--- config.mk ---
export PLATFORM = sky130hd
export DESIGN_NAME = entropy_fifo_router
export DESIGN_NICKNAME = d
export VERILOG_FILES = /design/src/rtl/efr_pkg.sv /design/src/rtl/efr_fifo.sv /design/src/rtl/efr_router.sv /design/src/rtl/efr_level_cmp.sv /design/src/rtl/entropy_fifo_router.sv
export SDC_FILE = /design/constraint.sdc
export NUM_CORES = 1
export LEC_CHECK = 0
export ABC_CLOCK_PERIOD_IN_PS = 4780
export BUFFER_PORTS_ARGS = -buffer_cell sky130_fd_sc_hd__buf_4
export CORE_MARGIN = 1
export CORE_UTILIZATION = 44
export DETAILED_ROUTE_END_ITERATION = 16
export PLACE_DENSITY = 0.7
export SLEW_MARGIN = 20
export SYNTH_ARGS = -nofsm -noshare
export SYNTH_HDL_FRONTEND = slang
export SYNTH_HIERARCHICAL = 1
export SYNTH_SLANG_ARGS = --single-unit
--- constraint.sdc ---
create_clock -name clk -period 4.78 [get_ports clk]
set_input_delay 0.717 -clock clk [delete_from_list [all_inputs] [get_ports clk]]
set_output_delay 0.717 -clock clk [all_outputs]
set_load 0.05 [all_outputs]
--- src/rtl/efr_pkg.sv ---
package efr_pkg;
   typedef enum logic [1:0] {
      DST_NONE = 2'd0,
      DST_SW   = 2'd1,
      DST_HW   = 2'd2,
      DST_DROP = 2'd3
   } efr_dest_e;
endpackage

--- src/rtl/efr_fifo.sv ---
module efr_fifo #(
   parameter int WIDTH = 32,
   parameter int DEPTH = 4
) (
   input  logic                           clk,
   input  logic                           rst_n,
   input  logic                           push,
   input  logic [WIDTH-1:0]               wdata,
   input  logic                           pop,
   output logic [WIDTH-1:0]               head,
   output logic [$clog2(DEPTH+1)-1:0]     count,
   output logic                           full,
   output logic                           empty,
   output logic                           ovf_evt,
   output logic                           udf_evt
);
   localparam int  AW   = (DEPTH > 1) ? $clog2(DEPTH) : 1;
   localparam int  CW   = $clog2(DEPTH + 1);
   localparam bit  POW2 = ((DEPTH & (DEPTH - 1)) == 0);

   generate
      if (DEPTH < 1) begin : g_bad_depth
         $error("efr_fifo: DEPTH must be at least 1");
      end
      if (WIDTH < 1) begin : g_bad_width
         $error("efr_fifo: WIDTH must be at least 1");
      end
   endgenerate

   logic [WIDTH-1:0] mem [DEPTH];
   logic [AW-1:0]    wptr, rptr, wptr_nx, rptr_nx;
   logic             do_push, do_pop;

   assign full    = (count == CW'(DEPTH));
   assign empty   = (count == '0);
   assign do_pop  = pop && !empty;
   assign do_push = push && (!full || do_pop);
   assign ovf_evt = push && full && !do_pop;
   assign udf_evt = pop && empty;
   assign head    = empty ? '0 : mem[rptr];

   generate
      if (POW2) begin : g_wrap_pow2
         assign wptr_nx = wptr + AW'(1);
         assign rptr_nx = rptr + AW'(1);
      end else begin : g_wrap_cmp
         assign wptr_nx = (wptr == AW'(DEPTH - 1)) ? '0 : wptr + AW'(1);
         assign rptr_nx = (rptr == AW'(DEPTH - 1)) ? '0 : rptr + AW'(1);
      end
   endgenerate

   always_ff @(posedge clk) begin
      if (!rst_n) begin
         wptr  <= '0;
         rptr  <= '0;
         count <= '0;
      end else begin
         if (do_push) wptr <= wptr_nx;
         if (do_pop)  rptr <= rptr_nx;
         case ({do_push, do_pop})
            2'b10:   count <= count + CW'(1);
            2'b01:   count <= count - CW'(1);
            default: count <= count;
         endcase
      end
   end

   always_ff @(posedge clk) begin
      if (do_push) mem[wptr] <= wdata;
   end
endmodule

--- src/rtl/efr_router.sv ---
module efr_router
   import efr_pkg::*;
(
   input  logic      in_push,
   input  logic      sw_full,
   input  logic      hw_full,
   output efr_dest_e dest
);
   always_comb begin
      if (!in_push)      dest = DST_NONE;
      else if (!sw_full) dest = DST_SW;
      else if (!hw_full) dest = DST_HW;
      else               dest = DST_DROP;
   end
endmodule

--- src/rtl/efr_level_cmp.sv ---
module efr_level_cmp #(
   parameter int CW = 3
) (
   input  logic [CW-1:0] level,
   input  logic [CW-1:0] thresh,
   output logic          at_or_above
);
   generate
      if (CW < 1) begin : g_bad_cw
         $error("efr_level_cmp: CW must be at least 1");
      end
   endgenerate
   assign at_or_above = (thresh != '0) && (level >= thresh);
endmodule

--- src/rtl/entropy_fifo_router.sv ---
module entropy_fifo_router
   import efr_pkg::*;
#(
   parameter int WORD_W   = 32,
   parameter int SW_DEPTH = 4,
   parameter int HW_DEPTH = 4
) (
   input  logic                          clk,
   input  logic                          rst_n,
   input  logic                          in_push,
   input  logic [WORD_W-1:0]             in_word,
   input  logic                          sw_rd,
   input  logic [$clog2(SW_DEPTH+1)-1:0] sw_thresh,
   output logic [WORD_W-1:0]             sw_rdata,
   output logic [$clog2(SW_DEPTH+1)-1:0] sw_depth,
   output logic                          sw_avail,
   output logic                          hw_valid,
   output logic [WORD_W-1:0]             hw_data,
   input  logic                          hw_ready,
   output logic                          fifo_err
);
   localparam int SW_CW = $clog2(SW_DEPTH + 1);
   localparam int HW_CW = $clog2(HW_DEPTH + 1);

   generate
      if (SW_DEPTH < 1 || HW_DEPTH < 1) begin : g_bad_depths
         $error("entropy_fifo_router: depths must be at least 1");
      end
   endgenerate

   efr_dest_e        dest;
   logic             sw_full, sw_empty, sw_ovf, sw_udf;
   logic             hw_full, hw_empty, hw_ovf, hw_udf;
   logic [SW_CW-1:0] sw_cnt;
   logic [HW_CW-1:0] hw_cnt;
   logic [WORD_W-1:0] sw_head;
   logic             hw_pop;
   logic             err_q;

   efr_router u_router (
      .in_push (in_push),
      .sw_full (sw_full),
      .hw_full (hw_full),
      .dest    (dest)
   );

   efr_fifo #(.WIDTH(WORD_W), .DEPTH(SW_DEPTH)) u_sw_fifo (
      .clk     (clk),
      .rst_n   (rst_n),
      .push    (dest == DST_SW),
      .wdata   (in_word),
      .pop     (sw_rd),
      .head    (sw_head),
      .count   (sw_cnt),
      .full    (sw_full),
      .empty   (sw_empty),
      .ovf_evt (sw_ovf),
      .udf_evt (sw_udf)
   );

   assign hw_pop = hw_ready && !hw_empty;

   efr_fifo #(.WIDTH(WORD_W), .DEPTH(HW_DEPTH)) u_hw_fifo (
      .clk     (clk),
      .rst_n   (rst_n),
      .push    (dest == DST_HW),
      .wdata   (in_word),
      .pop     (hw_pop),
      .head    (hw_data),
      .count   (hw_cnt),
      .full    (hw_full),
      .empty   (hw_empty),
      .ovf_evt (hw_ovf),
      .udf_evt (hw_udf)
   );

   efr_level_cmp #(.CW(SW_CW)) u_level (
      .level       (sw_cnt),
      .thresh      (sw_thresh),
      .at_or_above (sw_avail)
   );

   always_ff @(posedge clk) begin
      if (!rst_n) err_q <= 1'b0;
      else        err_q <= sw_udf || sw_ovf || hw_ovf || hw_udf;
   end

   assign sw_rdata = (sw_rd && !sw_empty) ? sw_head : '0;
   assign sw_depth = sw_cnt;
   assign hw_valid = !hw_empty;
   assign fifo_err = err_q;
endmodule

# After elaboration in Yosys (flattened, before gate mapping)
# Memory sizes are Yosys's and may differ from the RTL's. A register that Yosys moved wholly into a read port is not among the register bits.
# Cells that the tools add are included.
# Widths: inputs -> output; s select.
word_totals:
  out_inout_bits: 70
  register_bits: 15
  ramBits: 256
  n_memories: 2
  elab_cells: 70
  inputBits: 40
classes:
  mux: 16
  eq_ne: 8
  n_addsub: 8
  order_cmp: 1
  reduce_logical: 28
memory_table:
  columns: ["name", "depth", "word_bits", "rd", "rd_clocked_by_memory_dff", "write_ports", "line", "text"]
  rows:
  - ["u_hw_fifo.mem", 4, 32, 1, 1, 1, "efr_fifo.sv:30", "logic [WIDTH-1:0] mem [DEPTH];"]
  - ["u_sw_fifo.mem", 4, 32, 1, 1, 1, "efr_fifo.sv:30", null]
ops:
  columns: ["cell", "count"]
  rows:
  - ["$mux 32", 3]
  - ["$logic_and 1x1->1", 12]
  - ["$mux 2", 6]
  - ["$pmux 3 s2", 2]
  - ["$add 2x1->2 const B", 4]
  - ["$add 3x1->3 const B", 2]
  - ["$eq 2x1->1 const B", 3]
  - ["$eq 2x2->1 const B", 3]
  - ["$eq 3x3->1 const B", 2]
  - ["$logic_not 1->1", 6]
  - ["$logic_not 3->1", 2]
  - ["$sub 3x1->3 const B", 2]
  - ["$logic_or 1x1->1", 5]
  - ["$mux 1", 5]
  - ["$reduce_bool 2->1", 2]
  - ["$ge 3x3->1", 1]
  - ["$reduce_bool 3->1", 1]

# Depth between registers and ports, before layout
# Gate-level depths: netlist (run 1).
logic_depth:
  depth_word: 10
  depth_mapped: 14
  depth_no_buf: 13

# Hierarchy
# Netlist (run 1), hierarchy kept.
modules_own_cells:
  columns: ["mod", "instances", "cells_each", "seq_area_each_um2", "area_per_inst_um2"]
  rows:
  - ["efr_fifo at u_hw_fifo", 1, 269, 4023.9, 5449.0]
  - ["efr_fifo at u_sw_fifo", 1, 259, 4023.9, 5340.1]
  - ["entropy_fifo_router", 1, 44, 20.0, 381.6]
  - ["efr_level_cmp", 1, 11, 0.0, 75.1]
  - ["efr_router", 1, 3, 0.0, 17.5]

# Worst setup path after synthesis (run 1)
# Ideal clock, no wire load.
synth_path:
  path_type: "register -> register"
  from: "reg u_sw_fifo.count[2]"
  to: "mem u_hw_fifo.mem[0][0] (enable)"
  t_arrival_ns: 2.548
  period_less_slack_ns: 2.940
  stages_incl_launch_ff: 8
  setup_time_ns: 0.392
  slack_ns: 1.840
  cell_sequence: "dfxtp_1 -> or3b_1 -> inv_1 -> and2_1 -> nor2b_1 -> buf_2 -> o21a_4 -> and2_1"
synth_via:
  elab_chain_cells: 7
synth_rtl:
  columns: ["item", "line", "text"]
  rows:
  - ["start, declared", "efr_fifo.sv:11", "output logic [$clog2(DEPTH+1)-1:0] count,"]
  - ["start signal, assigned", "efr_fifo.sv:61", "2'b10: count <= count + CW'(1);"]
  - ["start signal, assigned", "efr_fifo.sv:62", "2'b01: count <= count - CW'(1);"]
  - ["start signal, assigned", "efr_fifo.sv:63", "default: count <= count;"]
  - ["$eq 3x3->1", "efr_fifo.sv:34", "assign full = (count == CW'(DEPTH));"]
  - ["net sw_full", "entropy_fifo_router.sv:32", "logic sw_full, sw_empty, sw_ovf, sw_udf;"]
  - ["$mux 2", "efr_router.sv:11", "else if (!sw_full) dest = DST_SW;"]
  - ["$mux 2", "efr_router.sv:10", "if (!in_push) dest = DST_NONE;"]
  - ["net dest[1]", "entropy_fifo_router.sv:31", "efr_dest_e dest;"]
  - ["$eq 2x2->1", "entropy_fifo_router.sv:66", ".push (dest == DST_HW),"]
  - ["$logic_and 1x1->1", "efr_fifo.sv:37", "assign do_push = push && (!full || do_pop);"]
  - ["$mux 1", "efr_fifo.sv:69", "if (do_push) mem[wptr] <= wdata;"]
  - ["$mux 1 (not written as such)", "efr_fifo.sv:69", null]
  - ["end, declared", "efr_fifo.sv:30", null]
# The timed path passes the listed nets, and every way through them passes these cells.

==> results.json, run 1 <==
{
  "status": "finished clean",
  "slowest_delay_ps": 820,
  "slew_violations": 0,
  "crit_slowest_cell": "dfxtp_2",
  "postCtsSetupRepairBufs": 0,
  "cts_resized": 0,
  "grt_use_total_pct": 17.7,
  "p_per_area_nw_per_um2": 465,
  "hold_viol": 0,
  "hold_path.class": "primary input to flop",
  "critPathRequiredTime_ps": 4060,
  "synthAdderAreaFrac_pct": 1.69,
  "final.setup.tns_ps": 0,
  "detailedRoute.firstPassIterationCount": 4,
  "yosysTopAreaCell": "edfxtp_1",
  "rsz0062_at_grt": "no",
  "whs_path_depth": 1,
  "synthXorXnorAreaFrac_pct": 0.389,
  "drive_gt1_share_pct": 32.6,
  "cts_max_level": 1,
  "slew-limit-headroom_pct": 27.1,
  "dp.final_hpwl_mm": 13.3,
  "seq_power_share_pct": 48.2,
  "cts-root-buf": "clkbuf_16",
  "path_depth": 5,
  "overflow": 0,
  "post-route-util_pct": 52.5,
  "grt_pass1_vias": 5961,
  "synth-edff-count": 256,
  "initial_core_util_pct": 44.9,
  "drt-total-wl_mm": 22.5,
  "syn_avg_cell_area_sq_um": 19.2,
  "p_sw_w": 0.00165,
  "cts_buffer_depth": 3,
  "clkLatencyLatePin_ps": 530,
  "routed_via_density": 5.29,
  "drtIter0Drc": 393,
  "grt_max_degree": 39,
  "synth_cells": 586,
  "dieArea_sq_um": 26200,
  "synth.net_count": 640,
  "nets": 751,
  "cp.buffers_inverters": 2,
  "die_x_um": 162,
  "synth_top_family_by_area": "multiplexers",
  "crit_top_cell": "buf_4",
  "antenna_left": 0,
  "synth_area_sq_um": 11300,
  "place.gp.congestion": 0.709,
  "num_antenna_cells": 0,
  "port_buffers": 109,
  "rr_worst_depth": 6,
  "synthTopCellsByArea": "edfxtp_1 (68%), mux4_2 (13%), nor2b_1 (3.5%)",
  "synth.distinct_cells": 44,
  "ys_warn_count": 6,
  "antenna_found_initial": 0,
  "wl_per_cell_um": 21.5,
  "ios": 110,
  "yosys.area_share.simple_pct": 8.93,
  "crit_arrival_ps": 2860,
  "clock_sinks": 275,
  "fmax_mhz": 280,
  "yosysSeqAreaShare_pct": 71.6,
  "p_clk_share_pct": 32.5,
  "worst_ir_drop_vdd_mv": 0.302,
  "internal_power_w": 0.00448,
  "synthMuxAreaShare_pct": 13.4,
  "tritoncts": "done",
  "numCtsBuffers": 28,
  "finalCriticalPeriod_ps": 3580,
  "num_vias": 5541,
  "hold_buffers": 0,
  "endpoint_kind": "output pin",
  "ys_ff_latch": 275,
  "synth_top_area_share_pct": 68.3,
  "fin_crit_sh_pct": 74.8,
  "setup_viol": 0,
  "cap_violations": 0,
  "synth_compound_gate_area_share_pct": 1.27,
  "fin_skew_ps": 7.91,
  "grt_pass1_wl_mm": 34.8,
  "max_slew.worst_pin.slew_ps": 1090,
  "crit_family": "flip-flops",
  "critPathMaxFanout": 19,
  "leakagePower_nw": 4.56,
  "drcViolationCount": 0,
  "coreArea_sq_um": 25100,
  "ys.flop_type": "edfxtp_1",
  "swShare_pct": 26.9,
  "clkTransAtPathRegs_ps": 60,
  "pwr-share-comb_pct": 19.3,
  "ys_async_sr_fraction_pct": 0,
  "path_cells": "buf_4, mux4_2, nor2b_1, and3b_1, buf_4",
  "crit_type": "flop to output pin",
  "area_growth_pct": 16.9,
  "die_h_um": 162,
  "cp-start-kind": "flop",
  "rows": 58
}
power groups by stage:
| stage | registers, W | logic [W] | clock network [W] |
|---|---|---|---|
| 2_1_floorplan | 0.00296 | 0.000892 | 0 |
| 5_1_grt | 0.00298 | 0.00127 | 0.00213 |
| 3_3_place_gp | 0.00299 | 0.00115 | 0 |
| 3_5_place_dp | 0.00301 | 0.00119 | 0 |
| 6_report | 0.00296 | 0.00118 | 0.00199 |
| 4_1_cts | 0.00296 | 0.00119 | 0.00203 |
state kept, by name (all words and copies together) (netlist names), named ones only:
name,cells
u_sw_fifo/wptr,2
u_hw_fifo/count,3
u_hw_fifo/wptr,2
u_sw_fifo/rptr,2
u_sw_fifo/count,3
u_hw_fifo/mem,128
u_sw_fifo/mem,128
fifo_err,1
u_hw_fifo/rptr,2
cell usage in the layout, fill, tap and decap left out, drive strengths merged, types with 2 or more instances in the layout:
master / count
or3: 2
inv: 19
clkinv: 8
o21ai: 5
nor2b: 63
and3b: 32
nand2b: 4
o21a: 3
dfxtp: 19
mux4: 64
clkbuf: 38
and2b: 6
nor3: 3
clkinvlp: 2
and2: 13
edfxtp: 256
a31oi: 2
a21oi: 2
a21boi: 3
fa: 2
mux2i: 7
nand2: 14
xor2: 3
xnor2: 2
buf: 114
or3b: 3
nor2: 5
ha: 12
cell type report:
cell class	count	area, sq um
Fill cell	2036	11900
Inverter	18	67.6
Clock buffer	38	738
Timing Repair Buffer	114	856
Clock inverter	12	103
Sequential cell	275	8070
Tap cell	330	413
Multi-Input combinational cell	260	2920
layer usage:
metal / part of all wire (%) / wire length [um] / track usage [%]
met2: 49 / 10900 / 28.7
met1: 42 / 9510 / 24.1
met4: 1.4 / 307 / 4.42
met5: 0 / 0 / 0
met3: 7.9 / 1770 / 4.24
through the flow:
stage	instances	power (W)	setup slack (ps)	hold WS [ps]	instance area, sq um
2_1_floorplan	586	0.00385	1840	461	11300
3_3_place_gp	997	0.00415	1680	476	12300
3_5_place_dp	997	0.00420	1610	490	12300
4_1_cts	1047	0.00619	1070	397	13200
5_1_grt	1047	0.00639	969	404	13200
6_report	1047	0.00613	1200	420	13200
worst register-to-register path: cells and delay by family, from the launching register on:
family	cells	cell delay, ps
simple gates	4	1960
flops	1	480
compound gates	1	260
buf+inv	1	90
worst paths after layout:
kind / startpoint / slack, ps / to
worst max-delay path: flop / 1200 / sw_rdata[10]
worst min-delay path: in_word[0] / 420 / u_sw_fifo/mem[2][0]
worst min register to register: u_sw_fifo/wptr[1] / 500 / u_sw_fifo/wptr[1]
worst max register to register: u_sw_fifo/count[2] / 1600 / u_hw_fifo/mem[0][17]
logic make-up after synthesis:
kind of cell / Yosys count
AO/OA/AOI/OAI: 19
XOR/XNOR: 5
adder cells (fa/ha/maj): 14
buffers and inverters: 51
flip-flops: 275
multiplexers: 71
AND/OR/NAND/NOR: 151
cell usage after synthesis, types with 3 or more instances:
library cell / n
and2_1: 13
and2b_1: 6
and3b_1: 30
buf_2: 10
buf_4: 6
buf_6: 10
clkbuf_1: 6
dfxtp_1: 19
edfxtp_1: 256
ha_1: 12
inv_1: 18
mux2i_1: 7
mux4_2: 64
nand2_1: 14
nand2b_1: 4
nor2_1: 5
nor2b_1: 63
o21ai_0: 5
xor2_1: 3
Note: power is estimated with default switching activity, not from simulation.
==> inputs of run 2 (changes only) <==
--- a/config.mk
+++ b/config.mk
@@ -5,7 +5,8 @@
 export SDC_FILE = /design/constraint.sdc
 export NUM_CORES = 1
 export LEC_CHECK = 0
-export ABC_CLOCK_PERIOD_IN_PS = 4780
+export ABC_AREA = 1
+export ABC_CLOCK_PERIOD_IN_PS = 3300
 export BUFFER_PORTS_ARGS = -buffer_cell sky130_fd_sc_hd__buf_4
 export CORE_MARGIN = 1
 export CORE_UTILIZATION = 44
==> constraint.sdc (replaced) <==
create_clock -name clk -period 3.3 [get_ports clk]
set_input_delay 0.495 -clock clk [delete_from_list [all_inputs] [get_ports clk]]
set_output_delay 0.495 -clock clk [all_outputs]
set_load 0.05 [all_outputs]
==> run 2 against run 1 <==
Compared with the run above: sequential power rose by 42%; total power rose by 65%; clock skew rose by 3.7 ps; global-route usage rose by 1.7 points; first-iteration DRC count rose by 70%; largest cell class unchanged; via count rose by 35%; largest power group unchanged.
==> results.json, run 2 <==
{
  "slew-limit-headroom_pct": 37.5,
  "endpoint_kind": "output pin",
  "ys_ff_latch": 275,
  "num_vias": 7506,
  "dieArea_sq_um": 26700,
  "synth_area_sq_um": 11500,
  "p_sw_w": 0.00337,
  "layout_commonest_cell": "nor2_1",
  "synth.net_count": 1053,
  "grt_max_degree": 65,
  "multi_input_area_sq_um": 2830,
  "synth_top_area_share_pct": 67.0,
  "synth.distinct_cells": 27,
  "max_slew.worst_pin.slew_ps": 936,
  "coreArea_sq_um": 25400,
  "status": "finished clean",
  "crit_type": "flop to output pin",
  "hold_path.class": "primary input to flop",
  "clkTransAtPathRegs_ps": 60,
  "wl_per_cell_um": 17.5,
  "tritoncts": "done",
  "overflow": 0,
  "ys_async_sr_fraction_pct": 0,
  "die_h_um": 163,
  "post-route-util_pct": 53.4,
  "nets": 1164,
  "ys.flop_type": "edfxtp_1",
  "drive_gt1_share_pct": 19.9,
  "critPathRequiredTime_ps": 2800,
  "initial_core_util_pct": 45.2,
  "grt_use_total_pct": 19.4,
  "yosysTopAreaCell": "edfxtp_1",
  "setup_viol": 0,
  "antenna_left": 0,
  "final_cell_mix": "nor2_1 (280), edfxtp_1 (256), buf_4 (125)",
  "cap_violations": 0,
  "ios": 110,
  "drt-total-wl_mm": 25.5,
  "clkLatencyLatePin_ps": 530,
  "crit_arrival_ps": 2470,
  "leakagePower_nw": 4.94,
  "routed_via_density": 5.15,
  "worst_ir_drop_vdd_mv": 0.606,
  "critPathMaxFanout": 64,
  "regArea_sq_um": 8070,
  "slew_violations": 0,
  "synth-edff-count": 256,
  "cp-start-kind": "flop",
  "die_x_um": 163,
  "pwr-share-comb_pct": 27.3,
  "p_per_area_nw_per_um2": 743,
  "synthTopCellsByCount": "nor2_1 (288), edfxtp_1 (256), inv_1 (81), a21oi_1 (78), o21ai_1 (70)",
  "cts-root-buf": "clkbuf_16",
  "syn_avg_cell_area_sq_um": 11.5,
  "port_buffers": 109,
  "internal_power_w": 0.00671,
  "detailedRoute.firstPassIterationCount": 7,
  "grt_pass1_wl_mm": 39.9,
  "num_antenna_cells": 0,
  "fin_skew_ps": 11.6,
  "rows": 58,
  "fill_cells": 2130,
  "numCtsBuffers": 28,
  "rsz0062_at_grt": "no",
  "ys_warn_count": 6,
  "place.gp.congestion": 0.779,
  "synth_cells": 999,
  "drtIter0Drc": 668,
  "hold_ws_ps": 203,
  "yosysMostFrequentCell": "nor2_1",
  "cts_resized": 0,
  "yosysSeqAreaShare_pct": 70.3,
  "finalCriticalPeriod_ps": 2970,
  "hold_buffers": 0,
  "fmax_mhz": 337,
  "cts_max_level": 1,
  "hold_viol": 0,
  "postCtsSetupRepairBufs": 0,
  "clock_sinks": 275,
  "seq_power_share_pct": 41.8,
  "p_total_w": 0.0101,
  "p_clk_share_pct": 30.9,
  "largest_registers": "u_hw_fifo/mem x128, u_sw_fifo/mem x128",
  "dp.final_hpwl_mm": 15.6,
  "cts_buffer_depth": 3,
  "grt_pass1_vias": 7520,
  "fin_crit_sh_pct": 89.9,
  "synthTopCellsByArea": "edfxtp_1 (67%), nor2_1 (9.4%), a21oi_1 (3.4%)",
  "antenna_found_initial": 0,
  "drcViolationCount": 0,
  "swShare_pct": 33.5,
  "final.setup.tns_ps": 0,
  "area_growth_pct": 18.3
}
run 2: cell types whose count changed after synthesis, sizes merged, moves of 9 or more:
cell and delta:
and2 -13, and3b -32, inv +66, mux4 -64
nand2 +15, nor2 +314, nor2b -63, o21ai +130
nand3 +9, clkbuf +9, a21oi +77
run 2: power groups by stage:
stage / logic, W / registers (W) / clock network, W
2_1_floorplan: 0.00191 / 0.00434 / 0
3_3_place_gp: 0.00272 / 0.00427 / 0
3_5_place_dp: 0.00276 / 0.00428 / 0
4_1_cts: 0.00277 / 0.00421 / 0.00316
5_1_grt: 0.00300 / 0.00423 / 0.00331
6_report: 0.00276 / 0.00421 / 0.00311
run 2: metrics by stage:
stage               setup slack, ps  std cells  instance area (sq um)
floorplan                     -75.2        999                  11500
detailed placement              701       1410                  12700
CTS                             329       1458                  13600
global route                    139       1458                  13600
finish                          335       1458                  13600
global placement                819       1410                  12700
run 2: logic make-up after synthesis:
kind of cell | after synthesis | share of synthesized area (%)
buffers and inverters | 134 | 5.57
flip-flops | 275 | 70.3
AO/OA/AOI/OAI | 215 | 9.43
AND/OR/NAND/NOR | 361 | 13.0
adder cells (fa/ha/maj) | 14 | 1.66
run 2: worst paths after layout:
path	slack, ps	cells after the start	endpoint	from
worst max register to register	680	10	u_sw_fifo/mem[1][14]	u_hw_fifo/count[0]
worst min register to register	500	2	u_sw_fifo/rptr[1]	u_sw_fifo/rptr[1]
worst min-delay path	200	1	u_sw_fifo/mem[1][22]	in_word[22]
worst max-delay path	330	8	sw_rdata[19]	flop
run 2: critical path, stage by stage, from the launching register on:
cell,delay (ps)
dfxtp_2,330
buf_4,580
nor2_1,140
nor2_1,140
o21ai_0,100
a21oi_1,180
inv_1,110
nor2_2,120
buf_4,200
run 2: cell type report:
class / count / area share [%]
sequential: 275 / 59.5
timing repair buffer: 130 / 7.65
clock buffer: 35 / 5.51
multi-input combinational: 590 / 20.8
tap: 330 / 3.04
inverter: 85 / 2.35
clock inverter: 13 / 1.16
run 2: per-layer routing:
layer | share of wire [%] | GRT usage, %
met5 | 0 | 0
met4 | 1.7 | 4.63
met3 | 6.3 | 2.64
met2 | 49 | 33.7
met1 | 43 | 25.6
==> inputs of run 3 (changes only) <==
--- a/config.mk
+++ b/config.mk
@@ -9,9 +9,9 @@
 export ABC_CLOCK_PERIOD_IN_PS = 3300
 export BUFFER_PORTS_ARGS = -buffer_cell sky130_fd_sc_hd__buf_4
 export CORE_MARGIN = 1
-export CORE_UTILIZATION = 44
+export CORE_UTILIZATION = 59
 export DETAILED_ROUTE_END_ITERATION = 16
-export PLACE_DENSITY = 0.7
+export PLACE_DENSITY = 0.87
 export SLEW_MARGIN = 20
 export SYNTH_ARGS = -nofsm -noshare
 export SYNTH_HDL_FRONTEND = slang
==> run 3 against run 2 <==
Compared with the run above: worst hold slack better by 3.8 ps; fmax is 5.9% lower; sequential power is 1% higher; via count is 5.1% higher; worst setup slack worse by 180 ps; global-route usage is 7.2 points higher; critical path depth is 2 lower; first-iteration DRC count is 36% higher.
==> results.json, run 3 (synthesis gave the netlist of run 2 again) <==
{
  "status": "finished clean",
  "initial_core_util_pct": 60.7,
  "final_cell_mix": "nor2_1 (280), edfxtp_1 (256), buf_4 (122)",
  "tritoncts": "done",
  "clock_sinks": 275,
  "p_per_area_nw_per_um2": 738,
  "fin_crit_sh_pct": 95.4,
  "die_x_um": 141,
  "clkLatencyLatePin_ps": 520,
  "p_clk_share_pct": 28.9,
  "grt_use_total_pct": 26.6,
  "largest_registers": "u_hw_fifo/mem x128, u_sw_fifo/mem x128",
  "die_h_um": 141,
  "p_total_w": 0.00987,
  "dp.final_hpwl_mm": 15.4,
  "p_sw_w": 0.00336,
  "num_vias": 7889,
  "detailedRoute.firstPassIterationCount": 5,
  "drcViolationCount": 0,
  "hold_path.class": "primary input to flop",
  "nets": 1159,
  "rsz0062_at_grt": "no",
  "slew-limit-headroom_pct": 52.4,
  "cts-root-buf": "clkbuf_16",
  "layout_commonest_cell": "nor2_1",
  "fmax_mhz": 317,
  "cap_violations": 0,
  "seq_power_share_pct": 43.2,
  "antenna_left": 0,
  "fill_cells": 1231,
  "dieArea_sq_um": 20000,
  "final.setup.tns_ps": 0,
  "max_slew.worst_pin.slew_ps": 713,
  "placedInstanceArea_sq_um": 12600,
  "clkTransAtPathRegs_ps": 70,
  "hold_viol": 0,
  "slew_violations": 0,
  "ios": 110,
  "rows": 50,
  "leakagePower_nw": 4.91,
  "numCtsBuffers": 26,
  "cts_buffer_depth": 3,
  "area_growth_pct": 16.6,
  "overflow": 0,
  "critPathMaxFanout": 36,
  "coreArea_sq_um": 18900,
  "setup_viol": 0,
  "whs_path_depth": 1,
  "grt_pass1_wl_mm": 40.6,
  "rr_worst_depth": 10,
  "grt_max_degree": 65,
  "crit_arrival_ps": 2650,
  "cts_max_level": 1,
  "drive_gt1_share_pct": 19.4,
  "fin_skew_ps": 12.9,
  "pre_cts_ws_ps": 551,
  "cp-start-kind": "flop",
  "finalWorstSetupSlack_ps": 150,
  "critPathRequiredTime_ps": 2800,
  "hold_ws_ps": 207,
  "postCtsSetupRepairBufs": 0,
  "grt_pass1_vias": 7771,
  "multi_input_area_sq_um": 2830,
  "num_antenna_cells": 0,
  "port_buffers": 109,
  "regArea_sq_um": 8070,
  "pwr-share-comb_pct": 27.9,
  "drtIter0Drc": 910,
  "internal_power_w": 0.00651,
  "worst_ir_drop_vdd_mv": 0.427,
  "design_area_sq_um": 13400,
  "routed_via_density": 5.70,
  "place.gp.congestion": 0.761,
  "crit_type": "flop to output pin",
  "wl_per_cell_um": 19.1,
  "endpoint_kind": "output pin",
  "swShare_pct": 34.0,
  "drt-total-wl_mm": 26.4,
  "finalCriticalPeriod_ps": 3150,
  "antenna_found_initial": 0
}
[run 3: path summary, 6_finish.rpt]
kind,startpoint,slack (ps),endpoint
worst min-delay path,in_word[28],210,u_hw_fifo/mem[3][28]
worst min register to register,u_hw_fifo/rptr[1],470,flop
worst max register to register,u_hw_fifo/count[0],520,u_sw_fifo/mem[3][16]
worst max-delay path,flop,150,hw_data[21]
[run 3: cell type report]
class                   instances  area share (%)
repair buffers                127            7.60
flip-flops and latches        275            60.3
clock buffers                  34            5.25
well taps                     260            2.43
clock inverters                13           0.851
inverters                      85            2.40
multi-input cells             590            21.1
[run 3: power by group through the flow]
stage                     clock (W)  combinational (W)  sequential, W
after floorplan                   0            0.00191        0.00434
after global placement            0            0.00261        0.00432
after detailed placement          0            0.00269        0.00433
after CTS                   0.00287            0.00274        0.00426
after global routing        0.00300            0.00295        0.00429
final                       0.00286            0.00275        0.00426
[run 3: critical path, cell delays in order (launching register included)]
cell and delay (ps):
dfxtp_2 730, buf_4 530, nor2_1 110, nor2_1 110
o21ai_0 110, a21oi_1 280, buf_4 250
[run 3: stage by stage]
step	cells	utilization, %
detailed placement	1337	66.5
CTS	1384	70.8
global route	1384	70.8
floorplan	999	-
global placement	1337	66.5
finish	1384	70.8
[run 3: what timing repair did]
action / CTS / global route
gates resized for setup: 0 / 3
hold buffers: 0 / 0
setup endpoints to repair: 4 / 17
[run 3: metal layers]
| metal | vias to the layer above | track usage [%] | wire, um |
|---|---|---|---|
| met2 | 422 | 47.3 | 13600 |
| li1 | 3604 | - | - |
| met1 | 3816 | 33.8 | 10200 |
| met3 | 47 | 3.27 | 1960 |
| met5 | - | 0 | 0 |
| met4 | 0 | 9.51 | 583 |
